--- config.mk ---
export PLATFORM = sky130hd
export DESIGN_NAME = rtc_tick_engine
export DESIGN_NICKNAME = d
export VERILOG_FILES = /design/src/rtl/rtc_upd_pkg.sv /design/src/rtl/rtc_tod_counter.sv /design/src/rtl/rtc_uip_window.sv /design/src/rtl/rtc_alarm_match.sv /design/src/rtl/rtc_tick_engine.sv
export SDC_FILE = /design/constraint.sdc
export NUM_CORES = 1
export LEC_CHECK = 0
export BUFFER_PORTS_ARGS = -buffer_cell sky130_fd_sc_hd__buf_2
export CAP_MARGIN = 40
export CORE_ASPECT_RATIO = 2
export CORE_MARGIN = 2
export CORE_UTILIZATION = 54
export DETAILED_ROUTE_END_ITERATION = 16
export PLACE_DENSITY = 0.86
export SLEW_MARGIN = 5
export SYNTH_ARGS = -nofsm -noshare
export SYNTH_HDL_FRONTEND = slang
export SYNTH_SLANG_ARGS = --single-unit
--- constraint.sdc ---
create_clock -name clk -period 8.25 [get_ports clk]
set_input_delay 1.65 -clock clk [delete_from_list [all_inputs] [get_ports clk]]
set_output_delay 1.65 -clock clk [all_outputs]
set_load 0.1 [all_outputs]
--- src/rtl/rtc_upd_pkg.sv ---
package rtc_upd_pkg;

    localparam int REG_W  = 8;
    localparam int SEC_W  = 6;
    localparam int MIN_W  = 6;
    localparam int HR_W   = 5;
    localparam int VAL_W  = 7;
    localparam int N_FLD  = 3;

    localparam logic [REG_W-1:0] FLG_UPDATE = 8'h90;
    localparam logic [REG_W-1:0] FLG_ALARM  = 8'hA0;
    localparam logic [1:0]       ALM_ANY    = 2'b11;
    localparam logic [1:0]       CHAIN_HOLD = 2'b11;

    typedef struct packed {
        logic [HR_W-1:0]  hr;
        logic [MIN_W-1:0] min;
        logic [SEC_W-1:0] sec;
    } tod_t;

    typedef struct packed {
        logic [REG_W-1:0] hr;
        logic [REG_W-1:0] min;
        logic [REG_W-1:0] sec;
    } tod_reg_t;

    typedef struct packed {
        logic bin;
        logic h24;
    } fmt_t;

    typedef enum logic {
        WIN_IDLE = 1'b0,
        WIN_OPEN = 1'b1
    } win_state_t;

    // value 0..99 to register byte
    function automatic logic [REG_W-1:0] enc_val(input logic [VAL_W-1:0] v,
                                                 input logic bin);
        logic [3:0] tens;
        logic [3:0] ones;
        tens = 4'(v / 7'd10);
        ones = 4'(v % 7'd10);
        return bin ? {1'b0, v} : {tens, ones};
    endfunction

    function automatic logic [VAL_W-1:0] dec_val(input logic [REG_W-1:0] r,
                                                 input logic bin);
        return bin ? r[VAL_W-1:0]
                   : VAL_W'(7'(r[7:4]) * 7'd10 + 7'(r[3:0]));
    endfunction

    function automatic logic [REG_W-1:0] enc_hour(input logic [HR_W-1:0] h,
                                                  input fmt_t f);
        logic [HR_W-1:0] h12;
        logic            pm;
        if (f.h24) begin
            return enc_val({2'b00, h}, f.bin);
        end
        pm  = (h >= 5'd12);
        h12 = pm ? h - 5'd12 : h;
        if (h12 == '0) h12 = 5'd12;
        return {pm, 7'b0} | enc_val({2'b00, h12}, f.bin);
    endfunction

    function automatic logic [HR_W-1:0] dec_hour(input logic [REG_W-1:0] r,
                                                 input fmt_t f);
        logic [VAL_W-1:0] v;
        logic [HR_W-1:0]  base;
        if (f.h24) begin
            return HR_W'(dec_val(r, f.bin));
        end
        v    = dec_val({1'b0, r[6:0]}, f.bin);
        base = (v == 7'd12) ? '0 : HR_W'(v);
        return r[7] ? base + 5'd12 : base;
    endfunction

    function automatic tod_reg_t enc_tod(input tod_t t, input fmt_t f);
        tod_reg_t o;
        o.sec = enc_val({1'b0, t.sec}, f.bin);
        o.min = enc_val({1'b0, t.min}, f.bin);
        o.hr  = enc_hour(t.hr, f);
        return o;
    endfunction

endpackage

--- src/rtl/rtc_tod_counter.sv ---
module rtc_tod_counter
    import rtc_upd_pkg::*;
(
    input  logic clk,
    input  logic rst,
    input  logic adv,
    input  logic ld_en,
    input  tod_t ld_tod,
    output tod_t tod,
    output logic carry
);
    localparam logic [SEC_W-1:0] SEC_LAST = SEC_W'(59);
    localparam logic [MIN_W-1:0] MIN_LAST = MIN_W'(59);
    localparam logic [HR_W-1:0]  HR_LAST  = HR_W'(23);

    logic sec_wrap;
    logic min_wrap;
    logic hr_wrap;

    assign sec_wrap = adv && (tod.sec == SEC_LAST);
    assign min_wrap = sec_wrap && (tod.min == MIN_LAST);
    assign hr_wrap  = min_wrap && (tod.hr == HR_LAST);

    always_ff @(posedge clk) begin
        if (rst) begin
            tod   <= '0;
            carry <= 1'b0;
        end else begin
            carry <= hr_wrap && !ld_en;
            if (ld_en) begin
                tod <= ld_tod;
            end else if (adv) begin
                tod.sec <= sec_wrap ? '0 : tod.sec + 1'b1;
                if (sec_wrap) tod.min <= min_wrap ? '0 : tod.min + 1'b1;
                if (min_wrap) tod.hr  <= hr_wrap ? '0 : tod.hr + 1'b1;
            end
        end
    end

    AST_SEC_RANGE: assert property (@(posedge clk) disable iff (rst)
        (tod.sec <= SEC_LAST) && (tod.min <= MIN_LAST) && (tod.hr <= HR_LAST));
    AST_SEC_WRAP: assert property (@(posedge clk) disable iff (rst)
        (adv && !ld_en && tod.sec == SEC_LAST) |=> (tod.sec == '0));

endmodule

--- src/rtl/rtc_uip_window.sv ---
module rtc_uip_window
    import rtc_upd_pkg::*;
#(
    parameter int UIP_US = 244
) (
    input  logic clk,
    input  logic rst,
    input  logic sec_tick,
    input  logic us_tick,
    input  logic halt,
    input  logic set_mode,
    output logic adv,
    output logic uip,
    output logic done
);
    localparam int CNT_W = $clog2(UIP_US + 1);
    localparam logic [CNT_W-1:0] CNT_LAST = CNT_W'(UIP_US - 1);

    win_state_t       state;
    logic [CNT_W-1:0] cnt;
    logic             start;

    assign adv   = sec_tick && !halt && (state == WIN_IDLE);
    assign start = adv && !set_mode;
    assign done  = (state == WIN_OPEN) && us_tick && (cnt == CNT_LAST);
    assign uip   = (state == WIN_OPEN);

    always_ff @(posedge clk) begin
        if (rst) begin
            state <= WIN_IDLE;
            cnt   <= '0;
        end else begin
            case (state)
                WIN_IDLE: begin
                    cnt <= '0;
                    if (start) state <= WIN_OPEN;
                end
                WIN_OPEN: begin
                    if (done) begin
                        state <= WIN_IDLE;
                        cnt   <= '0;
                    end else if (us_tick) begin
                        cnt <= cnt + 1'b1;
                    end
                end
                default: state <= WIN_IDLE;
            endcase
        end
    end

    AST_WINDOW_HOLD: assert property (@(posedge clk) disable iff (rst)
        (uip && !(us_tick && cnt == CNT_LAST)) |=> uip);
    AST_CNT_BOUND: assert property (@(posedge clk) disable iff (rst)
        cnt <= CNT_LAST);

endmodule

--- src/rtl/rtc_alarm_match.sv ---
module rtc_alarm_match
    import rtc_upd_pkg::*;
(
    input  tod_reg_t                     cur,
    input  logic [N_FLD-1:0][REG_W-1:0]  alm,
    output logic                         hit
);
    logic [N_FLD-1:0][REG_W-1:0] now;
    logic [N_FLD-1:0]            fld_ok;

    assign now = {cur.hr, cur.min, cur.sec};

    for (genvar i = 0; i < N_FLD; i++) begin : g_fld
        assign fld_ok[i] = (alm[i][7:6] == ALM_ANY) || (alm[i] == now[i]);
    end

    assign hit = &fld_ok;

endmodule

--- src/rtl/rtc_tick_engine.sv ---
module rtc_tick_engine
    import rtc_upd_pkg::*;
#(
    parameter int UIP_US = 244
) (
    input  logic       clk,
    input  logic       rst,
    input  logic       sec_tick,
    input  logic       us_tick,
    input  logic [1:0] chain_ctl,
    input  logic       set_mode,
    input  logic       upd_ie,
    input  logic       alm_ie,
    input  logic       hr24,
    input  logic       bin_mode,
    input  logic [7:0] alm_sec,
    input  logic [7:0] alm_min,
    input  logic [7:0] alm_hour,
    input  logic       ld_en,
    input  logic [7:0] ld_sec,
    input  logic [7:0] ld_min,
    input  logic [7:0] ld_hour,
    output logic [7:0] time_sec,
    output logic [7:0] time_min,
    output logic [7:0] time_hour,
    output logic       uip,
    output logic [7:0] flag_set,
    output logic       day_carry
);
    fmt_t     cur_fmt;
    fmt_t     prev_fmt;
    tod_t     tod;
    tod_t     ld_tod;
    tod_reg_t fresh;
    tod_reg_t ld_vis;
    tod_reg_t vis;
    logic     halt;
    logic     adv;
    logic     done;
    logic     alm_hit;
    logic [VAL_W-1:0] ld_s_raw;
    logic [VAL_W-1:0] ld_m_raw;
    logic [HR_W-1:0]  ld_h_raw;

    assign cur_fmt = '{bin: bin_mode, h24: hr24};
    assign halt    = (chain_ctl == CHAIN_HOLD);

    // decode and sanitise host load in the current format
    always_comb begin
        ld_s_raw   = dec_val(ld_sec, bin_mode);
        ld_m_raw   = dec_val(ld_min, bin_mode);
        ld_h_raw   = dec_hour(ld_hour, cur_fmt);
        ld_tod.sec = (ld_s_raw < 7'd60) ? SEC_W'(ld_s_raw) : '0;
        ld_tod.min = (ld_m_raw < 7'd60) ? MIN_W'(ld_m_raw) : '0;
        ld_tod.hr  = (ld_h_raw < 5'd24) ? ld_h_raw : '0;
        ld_vis     = enc_tod(ld_tod, cur_fmt);
        fresh      = enc_tod(tod, cur_fmt);
    end

    rtc_uip_window #(.UIP_US(UIP_US)) u_win (
        .clk      (clk),
        .rst      (rst),
        .sec_tick (sec_tick),
        .us_tick  (us_tick),
        .halt     (halt),
        .set_mode (set_mode),
        .adv      (adv),
        .uip      (uip),
        .done     (done)
    );

    rtc_tod_counter u_cnt (
        .clk    (clk),
        .rst    (rst),
        .adv    (adv),
        .ld_en  (ld_en),
        .ld_tod (ld_tod),
        .tod    (tod),
        .carry  (day_carry)
    );

    rtc_alarm_match u_alm (
        .cur (fresh),
        .alm ({alm_hour, alm_min, alm_sec}),
        .hit (alm_hit)
    );

    always_ff @(posedge clk) begin
        if (rst) begin
            vis      <= enc_tod('0, cur_fmt);
            prev_fmt <= cur_fmt;
            flag_set <= '0;
        end else begin
            prev_fmt <= cur_fmt;
            if (ld_en) begin
                vis <= ld_vis;
            end else if (done || (cur_fmt != prev_fmt)) begin
                vis <= fresh;
            end
            flag_set <= '0;
            if (done) begin
                flag_set <= (upd_ie ? FLG_UPDATE : 8'h00)
                          | ((alm_ie && alm_hit) ? FLG_ALARM : 8'h00);
            end
        end
    end

    assign time_sec  = vis.sec;
    assign time_min  = vis.min;
    assign time_hour = vis.hr;

    AST_HALT_NO_UIP: assert property (@(posedge clk) disable iff (rst)
        (halt && !uip) |=> !uip);
    AST_SET_NO_UIP: assert property (@(posedge clk) disable iff (rst)
        (set_mode && !uip) |=> !uip);
    AST_FLAG_AT_CLOSE: assert property (@(posedge clk) disable iff (rst)
        (flag_set != 8'h00) |-> $fell(uip));
    AST_CARRY_PULSE: assert property (@(posedge clk) disable iff (rst)
        day_carry |=> !day_carry);
    AST_FLAG_MASK: assert property (@(posedge clk) disable iff (rst)
        (flag_set & 8'h4F) == 8'h00);

endmodule

==> metrics.md <==
| Metric | Value |
|---|---|
| Status | `finished, final reports clean` |
| Family with the most delay on the worst path | `compound AO/OA/AOI/OAI gates` |
| Total die area | `0.0141 mm²` |
| Crit path largest cell delay | `0.43 ns` |
| CP Capture Type | `flip-flop` |
| Inserted Clock Buffers | `5` |
| Synth top cells by count | `nand2_1 (99), nor2_1 (96), a21oi_1 (61)` |
| Number of flops mapped to enable cells by yosys | `7` |
| Number of I/O port buffers | `85` |
| CTS tree | `yes` |
| Gr usage total | `0.270` |
| Startpoint Class | `primary input` |
| Skew final | `0.00562 ns` |
| Crit path buffers/inverters | `6` |
| Fin crit share | `0.939` |
| Clk_lat worst skew | `0.30 ns` |
| Reg-to-reg startpoint | `u_cnt.tod[14]$_SDFFE_PP0P_` |
| Post-detail-place hpwl | `15000 µm` |
| Vias per cell | `6.51` |
| Largest net degree at the start of global routing | `62` |
| Setup crit start | `ld_hour[4]` |
| Average size of a mapped cell | `7.45 µm²` |
| Cells after Synth | `952` |
| Prevailing post-synth register cell | `dfxtp_1` |
| Fraction of registers with async set/reset | `0` |
| Worst hold path type | `flip-flop to flip-flop` |
| First-pass GRT wire length | `32300 µm` |
| Worst slew pin tran | `0.776 ns` |
| Final core occ | `0.597` |
| Initial core utilization | `0.549` |
| Core area | `0.0129 mm²` |
| Worst VDD drop | `163 µV` |
| Critical path class | `primary input to flip-flop` |
| Met1 usage in global routing | `0.301` |
| Hold_buf cts | `0` |
| Met3 usage | `0.0303` |
| Vias in the first global route | `7267` |
| PD cells | `175 mW/mm²` |
| Fin crit period | `7.75 ns` |
| Global route hottest layer | `met2` |
| First-pass DRT Iterations | `5` |
| Synth Cell Area | `0.00709 mm²` |
| Count leader, synth | `nand2_1` |
| Final WL | `19400 µm` |
| Clock Sinks | `53` |
| Unrepaired setup endpoints after global routing | `no` |
| Sequential area share after synthesis | `0.159` |
| Hold Violations, Final | `0` |
| ANT cells | `0` |
| Layout Cells excl Fill | `1155` |
| H-tree levels | `2` |
| Hold slack | `0.459 ns` |
| CP arrival | `7.89 ns` |
| Yosys top cell by area | `dfxtp_1` |
| MaxCap Viol Count | `0` |
| Finish-stage setup viols | `0` |
| Site Rows | `59` |
| CP max stage cell | `a2111o_1` |
| Top post-synthesis cells by area | `dfxtp_1 (13%), ha_1 (9.7%), nand2_1 (5.2%), nor2_1 (5.1%), a21oi_1 (4.3%)` |
| Via count | `7514` |
| Top cell type's share of synthesized area | `0.130` |
| Chip width | `85.1 µm` |
| Slew HR | `0.476` |
| Share of cells above drive strength 1 | `0.167` |
| Synth Register Bits | `53` |
| Routability-driven placement congestion ratio | `0.948` |
| Root Driver | `clkbuf_16` |
| Initial antenna violation count | `0` |
| Synth unique cells | `98` |
| Min-delay src | `time_min[3]$_SDFFE_PP0P_` |
| Drt drc | `0` |
| Number of warnings issued by yosys | `0` |
| Leakage | `3.12 nW` |
| Final ANT Viol Nets | `0` |
| Fmax | `0.129 GHz` |
| Critical Path RT | `8.39 ns` |
| GR Overflow Total | `0` |
| Met2 GRT Util | `0.482` |
| Slew Limit Fails | `0` |
| Fin nets | `1122` |
| Die H | `166 µm` |
| CTS Buffer Depth | `2` |
| Area delta synth->final | `8.77%` |
| First DRT Iteration DRCs | `572` |
| Wire per inst | `16.8 µm` |
| Crit Path Max Fanout | `5` |
| Worst-path clk slew | `0.07 ns` |
| Inst Count DP | `1144` |
| Ports | `94` |
[tightest hold or removal path: cells and delay by family (launching register included)]
| family | cells | cell delay, ns |
|---|---|---|
| flops | 1 | 0.31 |
| simple gates | 1 | 0.05 |
| compound gates | 1 | 0.05 |
[cell families (layout without fill, tap and decap cells)]
family,after synthesis,after routing,share of synthesized area
AO/OA/AOI/OAI,299,299,0.301
XOR/XNOR,51,51,0.0640
adder cells (fa/ha/maj),60,60,0.111
buffers and inverters,109,153,0.0688
flip-flops,53,53,0.159
multiplexers,31,31,0.0548
other,1,8,0.000529
AND/OR/NAND/NOR,348,348,0.240
[where the power goes]
group / total [W] / switching, W / internal [W]
clock: 0.000228 / 0.0000975 / 0.000131
sequential: 0.000314 / 0.0000298 / 0.000284
combinational: 0.000808 / 0.000519 / 0.000289
[metal layers]
| metal | share of wire | vias to the layer above | wire length [µm] |
|---|---|---|---|
| met2 | 0.53 | 314 | 10200 |
| met3 | 0.052 | 85 | 1010 |
| met5 | 0 | - | 0 |
| met4 | 0.053 | 0 | 1040 |
| li1 | - | 3635 | - |
| met1 | 0.37 | 3480 | 7170 |
[cell usage in the layout (no fill, tap or decap), types with 6 or more instances in the layout]
cell / n
nand4_1: 11
and3_1: 8
a31oi_1: 16
a211oi_1: 23
nor4_1: 7
nand2_1: 99
xor2_1: 20
edfxtp_1: 7
mux2i_1: 13
a21o_1: 7
nand3b_1: 7
buf_2: 85
o211ai_1: 14
a21oi_1: 60
inv_1: 43
xnor2_1: 30
o31ai_1: 6
o22ai_1: 11
o31a_1: 6
mux2_2: 13
nand3_1: 33
dfxtp_1: 46
nor3_1: 24
or3_1: 11
ha_1: 53
o21ai_0: 50
conb_1: 8
buf_4: 15
a22oi_1: 6
a2111oi_0: 6
clkbuf_16: 6
nor2_1: 96
and2_1: 10
nor2b_1: 7
nand2b_1: 11
[stage by stage]
step / setup WS (ns) / setup TNS [ns] / power, W / area, µm²
CTS: 0.227 / 0 / 0.00133 / 7670
floorplan: 0.376 / 0 / 0.000945 / 7120
global route: 0.0598 / 0 / 0.00144 / 7720
detailed placement: -0.0357 / -0.0357 / 0.00110 / 7510
global placement: 0.309 / 0 / 0.00109 / 7510
finish: 0.499 / 0 / 0.00135 / 7720
[path summary, 6_finish.rpt]
| kind | end | slack (ns) | cells past startpoint |
|---|---|---|---|
| worst max register to register | flag_set[7]$_SDFF_PP0_ | 2.80 | 20 |
| worst max-delay path | time_hour[2]$_DFFE_PP_ | 0.50 | 34 |
| worst min register to register | time_min[3]$_SDFFE_PP0P_ | 0.46 | 2 |
| worst min-delay path | time_min[3]$_SDFFE_PP0P_ | 0.46 | 2 |
[what timing repair did]
action / 4_1_cts / 5_1_grt
gates resized for setup: 0 / 7
endpoints found under the setup margin: 0 / 3
setup buffers: 0 / 3
[state kept, by name (all words and copies together) (netlist names)]
register,cells
prev_fmt,2
u_cnt.tod,17
u_cnt.carry,1
time_min,7
time_hour,7
u_win.cnt,8
time_sec,7
u_win.uip,1
flag_set,3
[area by class of cell]
class	count	area (µm²)
Clock buffer	7	154
Timing Repair Buffer	100	538
Multi-Input combinational cell	797	5530
Inverter	45	171
Clock inverter	1	5.00
Tap cell	152	190
Fill cell	1159	5200
Sequential cell	53	1130
Note: power is estimated with default switching activity, not from simulation.
